===== src/rtl/fxc_pkg.sv =====
package fxc_pkg;

    localparam int INSTR_W = 32;
    localparam int OPC_W   = 6;
    localparam int REG_W   = 5;
    localparam int IMM_W   = 16;
    localparam int TGT_W   = 26;

    localparam logic [OPC_W-1:0] OP_REG   = 6'h00;
    localparam logic [OPC_W-1:0] OP_JUMP  = 6'h02;
    localparam logic [OPC_W-1:0] OP_BEQ   = 6'h04;
    localparam logic [OPC_W-1:0] OP_ADDI  = 6'h08;
    localparam logic [OPC_W-1:0] OP_LOAD  = 6'h23;
    localparam logic [OPC_W-1:0] OP_STORE = 6'h2B;

    localparam logic [5:0] ALU_ADD = 6'h20;
    localparam logic [5:0] ALU_SUB = 6'h22;

    typedef enum logic {
        PH_FETCH = 1'b0,
        PH_EXEC  = 1'b1
    } phase_e;

    typedef struct packed {
        logic [OPC_W-1:0] opcode;
        logic [REG_W-1:0] rs;
        logic [REG_W-1:0] rt;
        logic [REG_W-1:0] rd;
        logic [REG_W-1:0] shamt;
        logic [5:0]       funct;
        logic [IMM_W-1:0] imm;
        logic [TGT_W-1:0] target;
    } fields_t;

    typedef struct packed {
        logic       reg_we;
        logic       dest_is_rd;
        logic       wb_from_mem;
        logic       mem_we;
        logic       mem_re;
        logic       alu_src_imm;
        logic [5:0] alu_op;
        logic       cond_branch;
        logic       jump;
    } ctl_t;

endpackage


===== src/rtl/fxc_decode.sv =====
module fxc_decode
    import fxc_pkg::*;
(
    input  logic [INSTR_W-1:0] instr,
    output fields_t            fld,
    output ctl_t               ctl
);

    // Field split: every format sliced at once, consumers pick what they need
    always_comb begin
        fld.opcode = instr[31:26];
        fld.rs     = instr[25:21];
        fld.rt     = instr[20:16];
        fld.rd     = instr[15:11];
        fld.shamt  = instr[10:6];
        fld.funct  = instr[5:0];
        fld.imm    = instr[15:0];
        fld.target = instr[25:0];
    end

    // Opcode to control word
    always_comb begin
        ctl = '0;
        case (instr[31:26])
            OP_REG: begin
                ctl.reg_we     = 1'b1;
                ctl.dest_is_rd = 1'b1;
                ctl.alu_op     = instr[5:0];
            end
            OP_ADDI: begin
                ctl.reg_we      = 1'b1;
                ctl.alu_src_imm = 1'b1;
                ctl.alu_op      = ALU_ADD;
            end
            OP_LOAD: begin
                ctl.reg_we      = 1'b1;
                ctl.wb_from_mem = 1'b1;
                ctl.mem_re      = 1'b1;
                ctl.alu_src_imm = 1'b1;
                ctl.alu_op      = ALU_ADD;
            end
            OP_STORE: begin
                ctl.mem_we      = 1'b1;
                ctl.alu_src_imm = 1'b1;
                ctl.alu_op      = ALU_ADD;
            end
            OP_BEQ: begin
                ctl.cond_branch = 1'b1;
                ctl.alu_op      = ALU_SUB;
            end
            OP_JUMP: begin
                ctl.jump = 1'b1;
            end
            default: ctl = '0;
        endcase
    end

    // A store never writes back; a load is the only memory source
    always_comb begin
        assert_store_no_wb_R6: assert (!(ctl.mem_we && (ctl.reg_we || ctl.mem_re)));
    end

endmodule


===== src/rtl/fxc_next_pc.sv =====
module fxc_next_pc
    import fxc_pkg::*;
#(
    parameter int XLEN = 32
) (
    input  logic [XLEN-1:0]  pc_cur,
    input  logic [XLEN-1:0]  imm_ext,
    input  logic [TGT_W-1:0] target,
    input  logic             cond_branch,
    input  logic             jump,
    input  logic             branch_cond,
    output logic [XLEN-1:0]  pc_nxt
);

    localparam int SEG_LO = TGT_W + 2;

    logic [XLEN-1:0] pc_seq;
    logic [XLEN-1:0] pc_br;
    logic [XLEN-1:0] pc_jmp;

    always_comb begin
        pc_seq = pc_cur + XLEN'(4);
        pc_br  = pc_seq + {imm_ext[XLEN-3:0], 2'b00};
        pc_jmp = {pc_seq[XLEN-1:SEG_LO], target, 2'b00};
        if (jump)
            pc_nxt = pc_jmp;
        else if (cond_branch && branch_cond)
            pc_nxt = pc_br;
        else
            pc_nxt = pc_seq;
    end

endmodule


===== src/rtl/fetch_exec_ctl.sv =====
module fetch_exec_ctl
    import fxc_pkg::*;
#(
    parameter int XLEN = 32
) (
    input  logic             clk,
    input  logic             rst,
    output logic [XLEN-1:0]  mem_addr,
    output logic [XLEN-1:0]  mem_wdata,
    output logic             mem_we,
    output logic             mem_re,
    input  logic [XLEN-1:0]  mem_rdata,
    input  logic [XLEN-1:0]  alu_result,
    input  logic [XLEN-1:0]  store_data,
    input  logic             branch_cond,
    output logic             fetch_phase,
    output logic [XLEN-1:0]  pc,
    output logic [INSTR_W-1:0] ir,
    output logic [REG_W-1:0] rs_idx,
    output logic [REG_W-1:0] rt_idx,
    output logic [REG_W-1:0] shamt,
    output logic [XLEN-1:0]  imm_ext,
    output logic [5:0]       alu_op,
    output logic             alu_src_imm,
    output logic             reg_we,
    output logic [REG_W-1:0] reg_waddr,
    output logic [XLEN-1:0]  reg_wdata,
    output logic             pc_we
);

    localparam int IMM_PAD = XLEN - IMM_W;

    typedef struct packed {
        phase_e             phase;
        logic [XLEN-1:0]    pc;
        logic [INSTR_W-1:0] ir;
    } seq_t;

    seq_t    cur_q, cur_d;
    fields_t fld;
    ctl_t    ctl;
    logic [XLEN-1:0] pc_nxt;
    logic            in_exec;

    fxc_decode u_decode (
        .instr (cur_q.ir),
        .fld   (fld),
        .ctl   (ctl)
    );

    fxc_next_pc #(.XLEN(XLEN)) u_next_pc (
        .pc_cur      (cur_q.pc),
        .imm_ext     (imm_ext),
        .target      (fld.target),
        .cond_branch (ctl.cond_branch),
        .jump        (ctl.jump),
        .branch_cond (branch_cond),
        .pc_nxt      (pc_nxt)
    );

    assign in_exec = (cur_q.phase == PH_EXEC);

    // Next-state computation
    always_comb begin
        cur_d = cur_q;
        case (cur_q.phase)
            PH_FETCH: begin
                cur_d.ir    = mem_rdata;
                cur_d.phase = PH_EXEC;
            end
            default: begin
                cur_d.pc    = pc_nxt;
                cur_d.phase = PH_FETCH;
            end
        endcase
    end

    always_ff @(posedge clk) begin
        if (rst) begin
            cur_q.phase <= PH_FETCH;
            cur_q.pc    <= '0;
            cur_q.ir    <= '0;
        end else begin
            cur_q <= cur_d;
        end
    end

    // Output steering
    always_comb begin
        imm_ext     = {{IMM_PAD{fld.imm[IMM_W-1]}}, fld.imm};
        fetch_phase = !in_exec;
        pc          = cur_q.pc;
        ir          = cur_q.ir;
        rs_idx      = fld.rs;
        rt_idx      = fld.rt;
        shamt       = fld.shamt;
        alu_op      = ctl.alu_op;
        alu_src_imm = ctl.alu_src_imm;
        reg_waddr   = ctl.dest_is_rd ? fld.rd : fld.rt;
        reg_wdata   = ctl.wb_from_mem ? mem_rdata : alu_result;
        if (in_exec) begin
            mem_addr  = alu_result;
            mem_wdata = store_data;
            mem_we    = ctl.mem_we;
            mem_re    = ctl.mem_re;
            reg_we    = ctl.reg_we;
            pc_we     = 1'b1;
        end else begin
            mem_addr  = cur_q.pc;
            mem_wdata = '0;
            mem_we    = 1'b0;
            mem_re    = 1'b1;
            reg_we    = 1'b0;
            pc_we     = 1'b0;
        end
    end

    // Checks on the sequencing
    assert_phase_toggle_R2: assert property (@(posedge clk) disable iff (rst)
        1'b1 |=> (cur_q.phase != $past(cur_q.phase)));

    assert_fetch_quiet_R3: assert property (@(posedge clk) disable iff (rst)
        fetch_phase |-> (!mem_we && !reg_we && !pc_we));

    assert_ir_hold_R4: assert property (@(posedge clk) disable iff (rst)
        (cur_q.phase == PH_EXEC) |=> $stable(cur_q.ir));

    assert_store_only_R7: assert property (@(posedge clk) disable iff (rst)
        mem_we |-> (in_exec && fld.opcode == OP_STORE));

    assert_pc_hold_R9: assert property (@(posedge clk) disable iff (rst)
        (cur_q.phase == PH_FETCH) |=> $stable(cur_q.pc));

    assert_pc_aligned_R9: assert property (@(posedge clk) disable iff (rst)
        cur_q.pc[1:0] == 2'b00);

endmodule


===== config.mk =====
export PLATFORM = sky130hd
export DESIGN_NAME = fetch_exec_ctl
export DESIGN_NICKNAME = d
export VERILOG_FILES = /design/src/rtl/fxc_pkg.sv /design/src/rtl/fxc_decode.sv /design/src/rtl/fxc_next_pc.sv /design/src/rtl/fetch_exec_ctl.sv
export SDC_FILE = /design/constraint.sdc
export NUM_CORES = 1
export LEC_CHECK = 0
export BUFFER_PORTS_ARGS = -buffer_cell sky130_fd_sc_hd__buf_2
export CAP_MARGIN = 20
export CELL_PAD_IN_SITES_DETAIL_PLACEMENT = 2
export CELL_PAD_IN_SITES_GLOBAL_PLACEMENT = 2
export CORE_ASPECT_RATIO = 1.5
export CORE_MARGIN = 3
export CORE_UTILIZATION = 27
export CTS_BUF_LIST = sky130_fd_sc_hd__clkbuf_8
export DETAILED_ROUTE_END_ITERATION = 6
export PLACE_DENSITY = 0.95
export SLEW_MARGIN = 20
export SYNTH_ARGS = -nofsm -noshare
export SYNTH_HDL_FRONTEND = slang
export SYNTH_SLANG_ARGS = --single-unit

===== constraint.sdc =====
create_clock -name clk -period 9.6 [get_ports clk]
set_input_delay 1.92 -clock clk [delete_from_list [all_inputs] [get_ports clk]]
set_output_delay 1.92 -clock clk [all_outputs]
set_load 0.005 [all_outputs]

### Word-level counts from Yosys, hierarchy flattened

Index checks and enable logic that the tools add are counted.

* flip-flop bits (word level): 65
* input port bits: 99
* output and inout port bits: 224
* logic and storage cells: 34

* add/subtract/negate cells: 2
* equal/unequal tests: 5
* muxes and demuxes: 19
* reduce and logical (&&, ||, !) cells: 5

Operator list (number)
* 2-to-1 mux 32 bit: 5
* adder 32 x 3 -> 32 bit (second input constant): 1
* adder 32 bit: 1
* one-hot mux 6 bit (3 select lines): 1
* equality test 6 bit (second input constant): 2
* 2-to-1 mux 1 bit: 12
* equality test 6 x 2 -> 1 bit (second input constant): 1
* equality test 6 x 3 -> 1 bit (second input constant): 1
* equality test 6 x 4 -> 1 bit (second input constant): 1
* logical NOT 6 bit: 1
* OR reduction 3 bit: 2
* 2-to-1 mux 5 bit: 1
* logical AND 1 bit: 1
* logical NOT 1 bit: 1

### Depth between registers and ports, before layout

Gate-level depths: netlist (run 1).

* depth after elaboration: 5
* gate-level depth with buffers: 18
* gate-level depth less buffers: 16

### Hierarchy

From an unflattened synthesis (run 1), not the netlist that was laid out.

* cells, all modules: 908
* area, all modules: 6902.9 sq um

By module, submodules not included
* fetch_exec_ctl: times used 1, cells an instance 408, area an instance 3415.8 sq um, seq. area each 1301.2 sq um
* fxc_next_pc: times used 1, cells an instance 407, area an instance 2771.4 sq um, seq. area each 0.0 sq um
* fxc_decode: times used 1, cells an instance 93, area an instance 715.7 sq um, seq. area each 0.0 sq um

### Worst setup path after synthesis (run 1)

OpenSTA, ideal clock, no wires.

* kind: in2out
* from: in alu_result[12]
* to: out mem_addr[12]
* data arrival time: 2175 ps
* required time: 7680 ps
* setup slack: 5505 ps
* stages on the path: 1
* path through: mux2_2

* cells in the longest elaborated chain, start to end: 1

RTL lines
* start, declared: RTL line fetch_exec_ctl.sv:13 `input logic [XLEN-1:0] alu_result,`
* 2-to-1 mux 32 bit: RTL line fetch_exec_ctl.sv:101 `if (in_exec) begin`
* end, declared: RTL line fetch_exec_ctl.sv:8 `output logic [XLEN-1:0] mem_addr,`

Every way passes these cells.

### Worst setup path after layout (run 1)

* from: reg, netlist name ir[28]
* to: out reg_wdata[18]

* cells in the longest elaborated chain, start to end: 3

RTL lines
* equality test 6 bit: RTL line fxc_decode.sv:24 `case (instr[31:26])`
* 2-to-1 mux 1 bit: RTL line fxc_decode.sv:24
* 2-to-1 mux 32 bit: RTL line fetch_exec_ctl.sv:100 `reg_wdata = ctl.wb_from_mem ? mem_rdata : alu_result;`
* end, declared: RTL line fetch_exec_ctl.sv:27 `output logic [XLEN-1:0] reg_wdata,`

Every way passes these cells.

==> run_results.csv, run 1 <==
group,metric,value,unit
grt,use_met1,0.247,
placed_design,place.gp.congestion,0.949,
clock_tree,cts_sinks,63,
setup_path,r2r-end,"pc[31]$_SDFFE_PP0P_",
sta,rsz0062_at_grt,"false",
layout,nFillCells,2791,
die,fp.dieW,131,microns
sta,setup_viol,0,
clock_tree,cts_resized,0,
sta,tightestPinTransition,1.13,ns
clock_tree,cts.clk_slew.worst_paths,0.07,ns
logic_synthesis,synth_cell_type_count,60,
setup_path,worst_r2r_path_depth,15,
worst_hold_path,hold_path.startpoint,"pc[7]$_SDFFE_PP0P_",
setup_path,path_class,"reg -> out",
die,initial_core_util,0.274,
clock_tree,cts_setup_buffers,0,
grt,first_global_vias,7942,
grt,grtUsageTotal,0.230,
clock_tree,clkLatencyLatePin,0.38,ns
outcome,status,"completed",
route,ant_nets,0,
clock_tree,cts_tree,"yes",
sta,clock.fmax,208,MHz
die,ios,323,
sta,slew_violations,0,
sta,fin_ws,4.78,ns
logic_synthesis,synth_most_common_cell,"nand2_1",
layout,drive_above_1_share,0.374,
setup_path,start_kind,"flip-flop",
clock_tree,cts_buffer_depth,2,
clock_tree,h-tree-depth,3,
grt,grt_max_degree,80,
setup_path,crit_fanout,27,
die,core.rowCount,68,
route,dr.pass1.iters,5,
placed_design,hpwl,23800,microns
route,drt-vias-per-instance,5.27,
placed_design,place_ws,5.09,ns
sta,post-route-min-period,4.82,ns
sta,tns,0,ns
route,wl_per_cell,21.7,microns
sta,finClkSkew,0.0144,ns
logic_synthesis,synthTopCellsByArea,"dfxtp_1 (20%), mux2_2 (9.4%), ha_1 (7.3%)",
clock_tree,cts_root_buf,"clkbuf_8",
logic_synthesis,syn-cell-area,6330,sq um
layout,syn_to_final_growth,27.2,%
route,remaining_drc_errors,0,
grt,antenna_found_initial,1,
logic_synthesis,synthTopCellsByCount,"nand2_1 (102), nor2_1 (74), dfxtp_1 (63)",
layout,final_nets,1208,
logic_synthesis,yosys_warnings,0,
power_and_ir_drop,ir_drop,0.0452,mV
setup_path,ff2ff_setup_slack,4.84,ns
route,first_iter_violations,366,
logic_synthesis,synthDominantCellAreaShare,0.199,
logic_synthesis,async_flop_share,0,
logic_synthesis,ys_seq_area_frac,0.199,
grt,grt-ovfl-total,0,
logic_synthesis,synth.avg_cell_area,7.64,sq um
placed_design,io_buffers,320,
die,core_area,23100,sq um
route,drt-total-wl,30200,microns
clock_tree,numCtsBuffers,9,
power_and_ir_drop,totalPowerFinal,0.825,mW
die,die_y,193,microns
setup_path,required,7.68,ns
grt,grt_pass1_wl,45700,microns
sta,period_share,0.502,
grt,use_met3,0.0246,
power_and_ir_drop,cellPowerDensity,102,nW/um^2
logic_synthesis,synth-edff-count,0,
run,cap_viol_max_count,0,
setup_path,reg2reg_from,"pc[8]$_SDFFE_PP0P_",
grt,met2_usage,0.436,
worst_hold_path,holdPathStages,2,
setup_path,critPathCaptureType,"output port",
sta,final-hold-violation-count,0,
grt,busiest_layer,"met2",
logic_synthesis,synth_top_area_cell,"dfxtp_1",
clock_tree,cts_hold_buf,0,
logic_synthesis,syn_inst,828,
sta,relSlewSlack,0.247,
logic_synthesis,synth-seq-cells,63,
setup_path,cp.arrival,2.90,ns
power_and_ir_drop,p_leak,4.19,nW
worst_hold_path,holdPathEnd,"pc[7]$_SDFFE_PP0P_",
worst_hold_path,hold_path.class,"reg -> reg",
route,num_vias,7330,
logic_synthesis,synth_flop_cell,"dfxtp_1",
die,dieArea,25300,sq um
worst max-delay path, cell delays in order, from the launching register on:
cell	delay, ns
dfxtp_1	0.47
nor2_1	0.52
nand4_1	0.56
buf_4	0.46
mux2_2	0.34
buf_2	0.13
flip-flops by register name, summed over array words and instances, names as in the netlist:
signal and count:
in_exec 1, pc 30, ir 32
where the power goes:
part	switching [mW]	internal, mW	leakage, nW
registers	0.0273	0.276	0.518
logic	0.148	0.117	3.56
clock network	0.118	0.139	0.114
stage by stage:
step,area (sq um),cells,hold WS [ns],util
floorplan,6330,829,0.485,-
global route,8050,1391,0.586,0.349
finish,8050,1392,0.548,0.349
global placement,7840,1375,0.527,0.340
detailed placement,7840,1375,0.544,0.340
CTS,8050,1391,0.557,0.349
worst max path at each step:
stage,startpoint,to,depth (start not counted)
finish,ir[28]$_SDFFE_PP0N_,reg_wdata[18],5
global route,pc[8]$_SDFFE_PP0P_,pc[31]$_SDFFE_PP0P_,15
CTS,ir[28]$_SDFFE_PP0N_,reg_wdata[18],5
detailed placement,pc[8]$_SDFFE_PP0P_,pc[31]$_SDFFE_PP0P_,15
global placement,pc[4]$_SDFFE_PP0P_,pc[31]$_SDFFE_PP0P_,15
floorplan,alu_result[12],mem_addr[12],1
area by class of cell:
class	count	area [sq um]	share of cell area
sequential	63	1260	0.157
antenna	1	2.50	0.000311
clock buffer	12	165	0.0205
timing repair buffer	327	1650	0.206
clock inverter	4	43.8	0.00544
inverter	10	37.5	0.00466
tap	315	394	0.0490
multi-input combinational	660	4490	0.557
kinds of logic after synthesis:
logic type	share of synthesized area
AO/OA/AOI/OAI	0.177
XOR/XNOR	0.0651
adder cells (fa/ha/maj)	0.0763
buffers and inverters	0.0921
flip-flops	0.199
multiplexers	0.153
other	0.000593
AND/OR/NAND/NOR	0.237
cells in the final DEF (no fill, tap or decap), types with 9 or more instances in the layout:
master and count:
a21oi_1 48, nand3_1 29, nand2_1 102, dfxtp_1 62, buf_2 320, nor3_1 9
o21ai_1 9, mux2_2 53, o211ai_1 23, inv_1 11, a21o_1 17, clkbuf_8 12
xor2_1 19, mux2i_1 36, o21ai_0 19, ha_1 37, and2_1 35, and3_1 17
xnor2_1 28, nor2_1 74, nand4_1 16
routing by layer:
| layer | up-vias | part of all wire |
|---|---|---|
| li1 | 3399 | - |
| met1 | 3628 | 0.36 |
| met2 | 240 | 0.55 |
| met3 | 63 | 0.043 |
| met4 | 0 | 0.039 |
| met5 | - | 0 |
Note: power is estimated with default switching activity, not from simulation.
==> run 2, diff against run 1 <==
--- a/config.mk
+++ b/config.mk
@@ -5,16 +5,17 @@
 export SDC_FILE = /design/constraint.sdc
 export NUM_CORES = 1
 export LEC_CHECK = 0
+export ABC_AREA = 1
 export BUFFER_PORTS_ARGS = -buffer_cell sky130_fd_sc_hd__buf_2
 export CAP_MARGIN = 20
 export CELL_PAD_IN_SITES_DETAIL_PLACEMENT = 2
 export CELL_PAD_IN_SITES_GLOBAL_PLACEMENT = 2
 export CORE_ASPECT_RATIO = 1.5
 export CORE_MARGIN = 3
-export CORE_UTILIZATION = 27
+export CORE_UTILIZATION = 21
 export CTS_BUF_LIST = sky130_fd_sc_hd__clkbuf_8
 export DETAILED_ROUTE_END_ITERATION = 6
-export PLACE_DENSITY = 0.95
+export PLACE_DENSITY = 0.85
 export SLEW_MARGIN = 20
 export SYNTH_ARGS = -nofsm -noshare
 export SYNTH_HDL_FRONTEND = slang
==> constraint.sdc (replaced) <==
create_clock -name clk -period 4.4 [get_ports clk]
set_input_delay 0.88 -clock clk [delete_from_list [all_inputs] [get_ports clk]]
set_output_delay 0.88 -clock clk [all_outputs]
set_load 0.005 [all_outputs]
==> run_results.csv, run 2 <==
group,metric,value,unit
layout,top_register,"ir",
logic_synthesis,synth-seq-cells,63,
sta,clock.fmax,279,MHz
layout,final_common_cell,"nand2_1",
grt,grt-ovfl-total,0,
logic_synthesis,synth_top_area_cell,"nand2_1",
sta,tns,0,ns
route,num_vias,9246,
setup_path,critPathCaptureType,"flip-flop",
clock_tree,cts_tree,"yes",
route,first_iter_violations,382,
sta,tightestPinTransition,1.02,ns
logic_synthesis,synth-edff-count,0,
logic_synthesis,async_flop_share,0,
route,drt-vias-per-instance,4.82,
setup_path,crit_fanout,7,
power_and_ir_drop,p_leak,5.28,nW
grt,grtUsageTotal,0.215,
layout,final_cell_mix,"nand2_1 (402), buf_2 (320), inv_1 (197)",
setup_path,cp.arrival,3.80,ns
grt,grt_max_degree,80,
worst_hold_path,hold_path.startpoint,"ir[22]$_SDFFE_PP0N_",
setup_path,start_kind,"flip-flop",
logic_synthesis,synth_most_common_cell,"nand2_1",
sta,finClkSkew,0.0158,ns
sta,slew_violations,0,
clock_tree,cts.clk_slew.worst_paths,0.09,ns
layout,final_nets,1634,
logic_synthesis,synthTopCellsByCount,"nand2_1 (403), inv_1 (198), nor2_1 (79)",
sta,period_share,0.814,
placed_design,place.gp.congestion,0.918,
route,ant_nets,0,
clock_tree,cts_buffer_depth,2,
clock_tree,clkLatencyLatePin,0.37,ns
die,core_area,32900,sq um
setup_path,critPathBufInv,1,
logic_synthesis,synth.avg_cell_area,5.70,sq um
run,cap_viol_max_count,0,
grt,grt_pass1_wl,60100,microns
power_and_ir_drop,ir_drop,0.107,mV
logic_synthesis,synth_cell_type_count,48,
logic_synthesis,synthTopCellsByArea,"nand2_1 (21%), dfxtp_1 (18%), inv_1 (10%)",
logic_synthesis,syn_inst,1246,
setup_path,worst_r2r_path_depth,18,
die,core.rowCount,81,
worst_hold_path,hold_path.class,"reg -> reg",
clock_tree,numCtsBuffers,9,
worst_hold_path,holdPathStages,2,
clock_tree,cts_resized,0,
placed_design,hpwl,33400,microns
grt,antenna_found_initial,1,
setup_path,slowest_delay,0.55,ns
route,wl_per_cell,20.8,microns
logic_synthesis,ys_seq_area_frac,0.178,
placed_design,io_buffers,320,
die,dieArea,36100,sq um
setup_path,reg2reg_from,"pc[9]$_SDFFE_PP0P_",
worst_hold_path,holdPathEnd,"ir[22]$_SDFFE_PP0N_",
layout,syn_to_final_growth,26.4,%
setup_path,path_class,"reg -> reg",
route,drt-total-wl,39900,microns
sta,post-route-min-period,3.58,ns
route,dr.pass1.iters,4,
setup_path,critPathTopFamily,"simple AND/OR/NAND/NOR gates",
route,remaining_drc_errors,0,
logic_synthesis,synthDominantCellAreaShare,0.213,
clock_tree,cts_root_buf,"clkbuf_8",
logic_synthesis,synth_flop_cell,"dfxtp_1",
sta,holdWs,0.536,ns
sta,setup_viol,0,
clock_tree,cts_hold_buf,0,
die,ios,323,
clock_tree,h-tree-depth,3,
sta,relSlewSlack,0.319,
die,initial_core_util,0.216,
outcome,status,"completed",
setup_path,path_cells,"nand2_1 -> nor2_1 -> nand2_1 -> nor2_1 -> xor2_1 -> ha_1 -> nand2_1 -> inv_1 -> nand2_1 -> nand2_1 -> a21oi_1 -> nand2_1 -> a21oi_1 -> nand2_1 -> nand3_1 -> nand2_1 -> nand2_1 -> a21oi_1",
sta,final-hold-violation-count,0,
setup_path,cp_slowest_cell,"dfxtp_1",
logic_synthesis,yosys_warnings,0,
die,die_y,231,microns
layout,largest_register_ffs,32,
sta,rsz0062_at_grt,"false",
power_and_ir_drop,cellPowerDensity,202,nW/um^2
layout,drive_above_1_share,0.257,
logic_synthesis,syn-cell-area,7100,sq um
clock_tree,cts_setup_buffers,0,
die,fp.dieW,156,microns
setup_path,ff2ff_setup_slack,0.82,ns
setup_path,r2r-end,"pc[31]$_SDFFE_PP0P_",
setup_path,required,4.62,ns
setup_path,critical_path.most_common_cell,"nand2_1",
grt,first_global_vias,10100,
clock_tree,cts_sinks,63,
==> run 2: cell types whose count changed after synthesis, sizes merged, moves of 20 or more <==
| cell | previous run | this run |
|---|---|---|
| a21oi | 48 | 79 |
| nand3 | 30 | 64 |
| clkbuf | 42 | 22 |
| and2 | 35 | 2 |
| o22ai | 5 | 29 |
| o21ai | 28 | 81 |
| mux2 | 54 | 2 |
| mux2i | 36 | 0 |
| inv | 10 | 206 |
| nand2 | 102 | 408 |
==> run 2: final cells by class <==
type / count / area, sq um
fill: 4180 / 24000
multi-input combinational: 887 / 4520
timing repair buffer: 328 / 1660
sequential: 63 / 1260
inverter: 208 / 782
tap: 415 / 519
clock buffer: 9 / 124
clock inverter: 7 / 97.6
antenna: 1 / 2.50
==> run 2: worst register-to-register path: cells and delay by family, from the launching register on <==
| kind | cells | cell delay (ns) |
|---|---|---|
| AO/OA/AOI/OAI | 3 | 0.46 |
| XOR/XNOR | 1 | 0.35 |
| adder cells (fa/ha/maj) | 1 | 0.33 |
| buffers and inverters | 1 | 0.05 |
| flip-flops | 1 | 0.55 |
| AND/OR/NAND/NOR | 12 | 1.69 |
==> run 2: kinds of logic after synthesis <==
| logic type | after synthesis | synth area share |
|---|---|---|
| xor gates and xnor gates | 29 | 0.0368 |
| adders and majority gates | 38 | 0.0680 |
| DFF | 63 | 0.178 |
| muxes | 2 | 0.00317 |
| buffers and inverters | 297 | 0.186 |
| other | 1 | 0.000528 |
| AOI/OAI and AO/OA | 211 | 0.162 |
| and+or+nand+nor | 605 | 0.366 |
==> run 2: power by group <==
part	leakage [nW]	switching (mW)	internal (mW)
sequential	0.516	0.0584	0.599
combinational	4.66	0.344	0.217
clock	0.105	0.279	0.320
total	5.28	0.682	1.14
==> run 2: through the flow <==
step	total power [mW]	utilization	setup WS, ns	instances	area [sq um]
2_1_floorplan	0.962	-	1.79	1247	7100
3_3_place_gp	1.21	0.266	1.02	1901	8750
3_5_place_dp	1.23	0.266	0.912	1901	8750
4_1_cts	1.83	0.272	0.894	1917	8970
5_1_grt	1.91	0.272	0.570	1918	8970
6_report	1.82	0.272	0.820	1918	8970
==> run 2: layer usage <==
layer / vias up / share of wire / global-route usage
met5: - / 0 / 0
met4: 0 / 0.047 / 0.0991
met3: 92 / 0.034 / 0.0263
met2: 264 / 0.54 / 0.409
met1: 4497 / 0.38 / 0.233
li1: 4393 / - / -
==> run 2: worst max path at each step <==
stage | startpoint | to | slack, ns | cells past startpoint
5_1_grt | pc[9]$_SDFFE_PP0P_ | pc[31]$_SDFFE_PP0P_ | 0.57 | 18
6_report | pc[9]$_SDFFE_PP0P_ | pc[31]$_SDFFE_PP0P_ | 0.82 | 18
2_1_floorplan | pc[2]$_SDFFE_PP0P_ | pc[29]$_SDFFE_PP0P_ | 1.79 | 17
3_3_place_gp | pc[9]$_SDFFE_PP0P_ | pc[31]$_SDFFE_PP0P_ | 1.02 | 18
4_1_cts | pc[9]$_SDFFE_PP0P_ | pc[31]$_SDFFE_PP0P_ | 0.89 | 19
3_5_place_dp | pc[9]$_SDFFE_PP0P_ | pc[31]$_SDFFE_PP0P_ | 0.91 | 18
==> run 3, diff against run 2 <==
--- a/config.mk
+++ b/config.mk
@@ -12,10 +12,10 @@
 export CELL_PAD_IN_SITES_GLOBAL_PLACEMENT = 2
 export CORE_ASPECT_RATIO = 1.5
 export CORE_MARGIN = 3
-export CORE_UTILIZATION = 21
+export CORE_UTILIZATION = 23
 export CTS_BUF_LIST = sky130_fd_sc_hd__clkbuf_8
 export DETAILED_ROUTE_END_ITERATION = 6
-export PLACE_DENSITY = 0.85
+export PLACE_DENSITY = 0.88
 export SLEW_MARGIN = 20
 export SYNTH_ARGS = -nofsm -noshare
 export SYNTH_HDL_FRONTEND = slang
==> constraint.sdc (replaced) <==
create_clock -name clk -period 3.7 [get_ports clk]
set_input_delay 0.74 -clock clk [delete_from_list [all_inputs] [get_ports clk]]
set_output_delay 0.74 -clock clk [all_outputs]
set_load 0.005 [all_outputs]
==> run_results.csv, run 3 (synthesized netlist as in run 2, its figures left out) <==
group,metric,value,unit
outcome,status,"completed",
route,first_iter_violations,411,
placed_design,place.gp.congestion,0.895,
layout,drive_above_1_share,0.269,
worst_hold_path,holdPathStages,2,
grt,grt_max_degree,80,
placed_design,dpl.cell_count,1898,
route,remaining_drc_errors,0,
power_and_ir_drop,ir_drop,0.200,mV
setup_path,cp.arrival,3.79,ns
sta,period_share,0.956,
route,drt-total-wl,40100,microns
die,core.rowCount,78,
clock_tree,cts_hold_buf,0,
sta,final-hold-violation-count,0,
sta,relSlewSlack,0.425,
layout,nFillCells,3881,
sta,rsz0062_at_grt,"true",
grt,grtUsageTotal,0.237,
grt,antenna_found_initial,1,
clock_tree,h-tree-depth,3,
grt,first_global_vias,10600,
clock_tree,clkLatencyLatePin,0.37,ns
layout,largest_register_ffs,32,
route,ant_nets,0,
clock_tree,cts_tree,"yes",
sta,holdWs,0.525,ns
setup_path,worst_r2r_path_depth,18,
sta,setup_viol,0,
layout,final_util,0.300,
layout,syn_to_final_growth,28.2,%
clock_tree,cts_sinks,63,
worst_hold_path,hold_path.class,"reg -> reg",
sta,slew_violations,0,
route,wl_per_cell,20.9,microns
die,fp.dieW,149,microns
layout,final_common_cell,"nand2_1",
die,initial_core_util,0.234,
sta,tightestPinTransition,0.862,ns
route,drt-vias-per-instance,4.95,
clock_tree,numCtsBuffers,9,
setup_path,required,3.95,ns
layout,final_cell_mix,"nand2_1 (402), buf_2 (320), inv_1 (198)",
route,num_vias,9481,
clock_tree,cts.clk_slew.worst_paths,0.09,ns
die,dieArea,33100,sq um
sta,post-route-min-period,3.54,ns
setup_path,critPathCaptureType,"flip-flop",
power_and_ir_drop,p_leak,5.36,nW
clock_tree,cts_buffer_depth,2,
layout,finalNonFillerCells,1916,
placed_design,io_buffers,320,
run,cap_viol_max_count,0,
sta,finClkSkew,0.0168,ns
setup_path,path_class,"reg -> reg",
die,die_y,221,microns
die,ios,323,
route,dr.pass1.iters,5,
grt,grt-ovfl-total,0,
layout,final_nets,1647,
sta,clock.fmax,283,MHz
power_and_ir_drop,totalPowerFinal,2.17,mW
setup_path,start_kind,"flip-flop",
setup_path,crit_fanout,6,
layout,top_register,"ir",
grt,grt_pass1_wl,61200,microns
die,core_area,30400,sq um
clock_tree,cts_root_buf,"clkbuf_8",
power_and_ir_drop,cellPowerDensity,238,nW/um^2
placed_design,hpwl,33000,microns
## run 3: changes by cell type in the layout (fill, tap and decap cells not counted), moves of 2 or more
cell | previous run | this run
buf_4 | 8 | 20
dfxtp_1 | 62 | 59
dfxtp_2 | 1 | 4
nor2_1 | 79 | 75
nor2_2 | 4 | 6
nor2_4 | 1 | 3
## run 3: worst paths after layout
kind | start | end | slack [ns]
hold reg to reg | ir[21]$_SDFFE_PP0N_ | ir[21]$_SDFFE_PP0N_ | 0.53
hold / removal | ir[21]$_SDFFE_PP0N_ | ir[21]$_SDFFE_PP0N_ | 0.53
setup reg to reg | pc[3]$_SDFFE_PP0P_ | pc[21]$_SDFFE_PP0P_ | 0.16
setup / recovery | pc[3]$_SDFFE_PP0P_ | pc[21]$_SDFFE_PP0P_ | 0.16
## run 3: report_power, final
part	switching (mW)	internal [mW]	total, mW
sequential	0.0623	0.713	0.775
combinational	0.419	0.263	0.682
clock	0.329	0.380	0.709
## run 3: critical path: stages (launching register included)
cell,delay (ns)
dfxtp_2,0.42
ha_1,0.22
nand2_1,0.18
nor2_4,0.21
nand2_1,0.18
nor2_1,0.20
xor2_1,0.28
ha_1,0.26
nand2_1,0.13
nor2_2,0.18
inv_1,0.09
nor2_2,0.21
nand4_1,0.23
nand4_1,0.17
nand3_1,0.09
nand2_1,0.13
o21ai_1,0.08
nand2_1,0.07
nand2_1,0.05
## run 3: layout make-up
class | instances | area, sq um | share of cell area
inverter | 208 | 782 | 0.0859
multi-input combinational | 887 | 4560 | 0.501
tap | 400 | 500 | 0.0550
clock inverter | 7 | 97.6 | 0.0107
timing repair buffer | 341 | 1770 | 0.195
clock buffer | 9 | 124 | 0.0136
antenna | 1 | 2.50 | 0.000275
sequential | 63 | 1270 | 0.139
## run 3: stage by stage
| stage | TNS, ns | instance area, sq um | setup slack (ns) |
|---|---|---|---|
| after floorplan | 0 | 7100 | 1.09 |
| after detailed placement | -0.0182 | 8830 | -0.0182 |
| after global placement | 0 | 8830 | 0.0479 |
| after CTS | 0 | 9060 | 0.00346 |
| final | 0 | 9100 | 0.162 |
| after global routing | -0.0167 | 9100 | -0.0167 |
## run 3: what timing repair did
item,in CTS,in global routing
cloned,0,0
pin swaps,0,1
resized for setup,2,10
setup buffers,0,1
endpoints found under the setup margin,1,12
## run 3: per-layer routing
metal / GRT usage / wire, microns / vias up
li1: - / - / 4403
met1: 0.249 / 14600 / 4656
met2: 0.446 / 21500 / 307
met3: 0.0299 / 1590 / 115
met4: 0.128 / 2380 / 0
met5: 0 / 0 / -
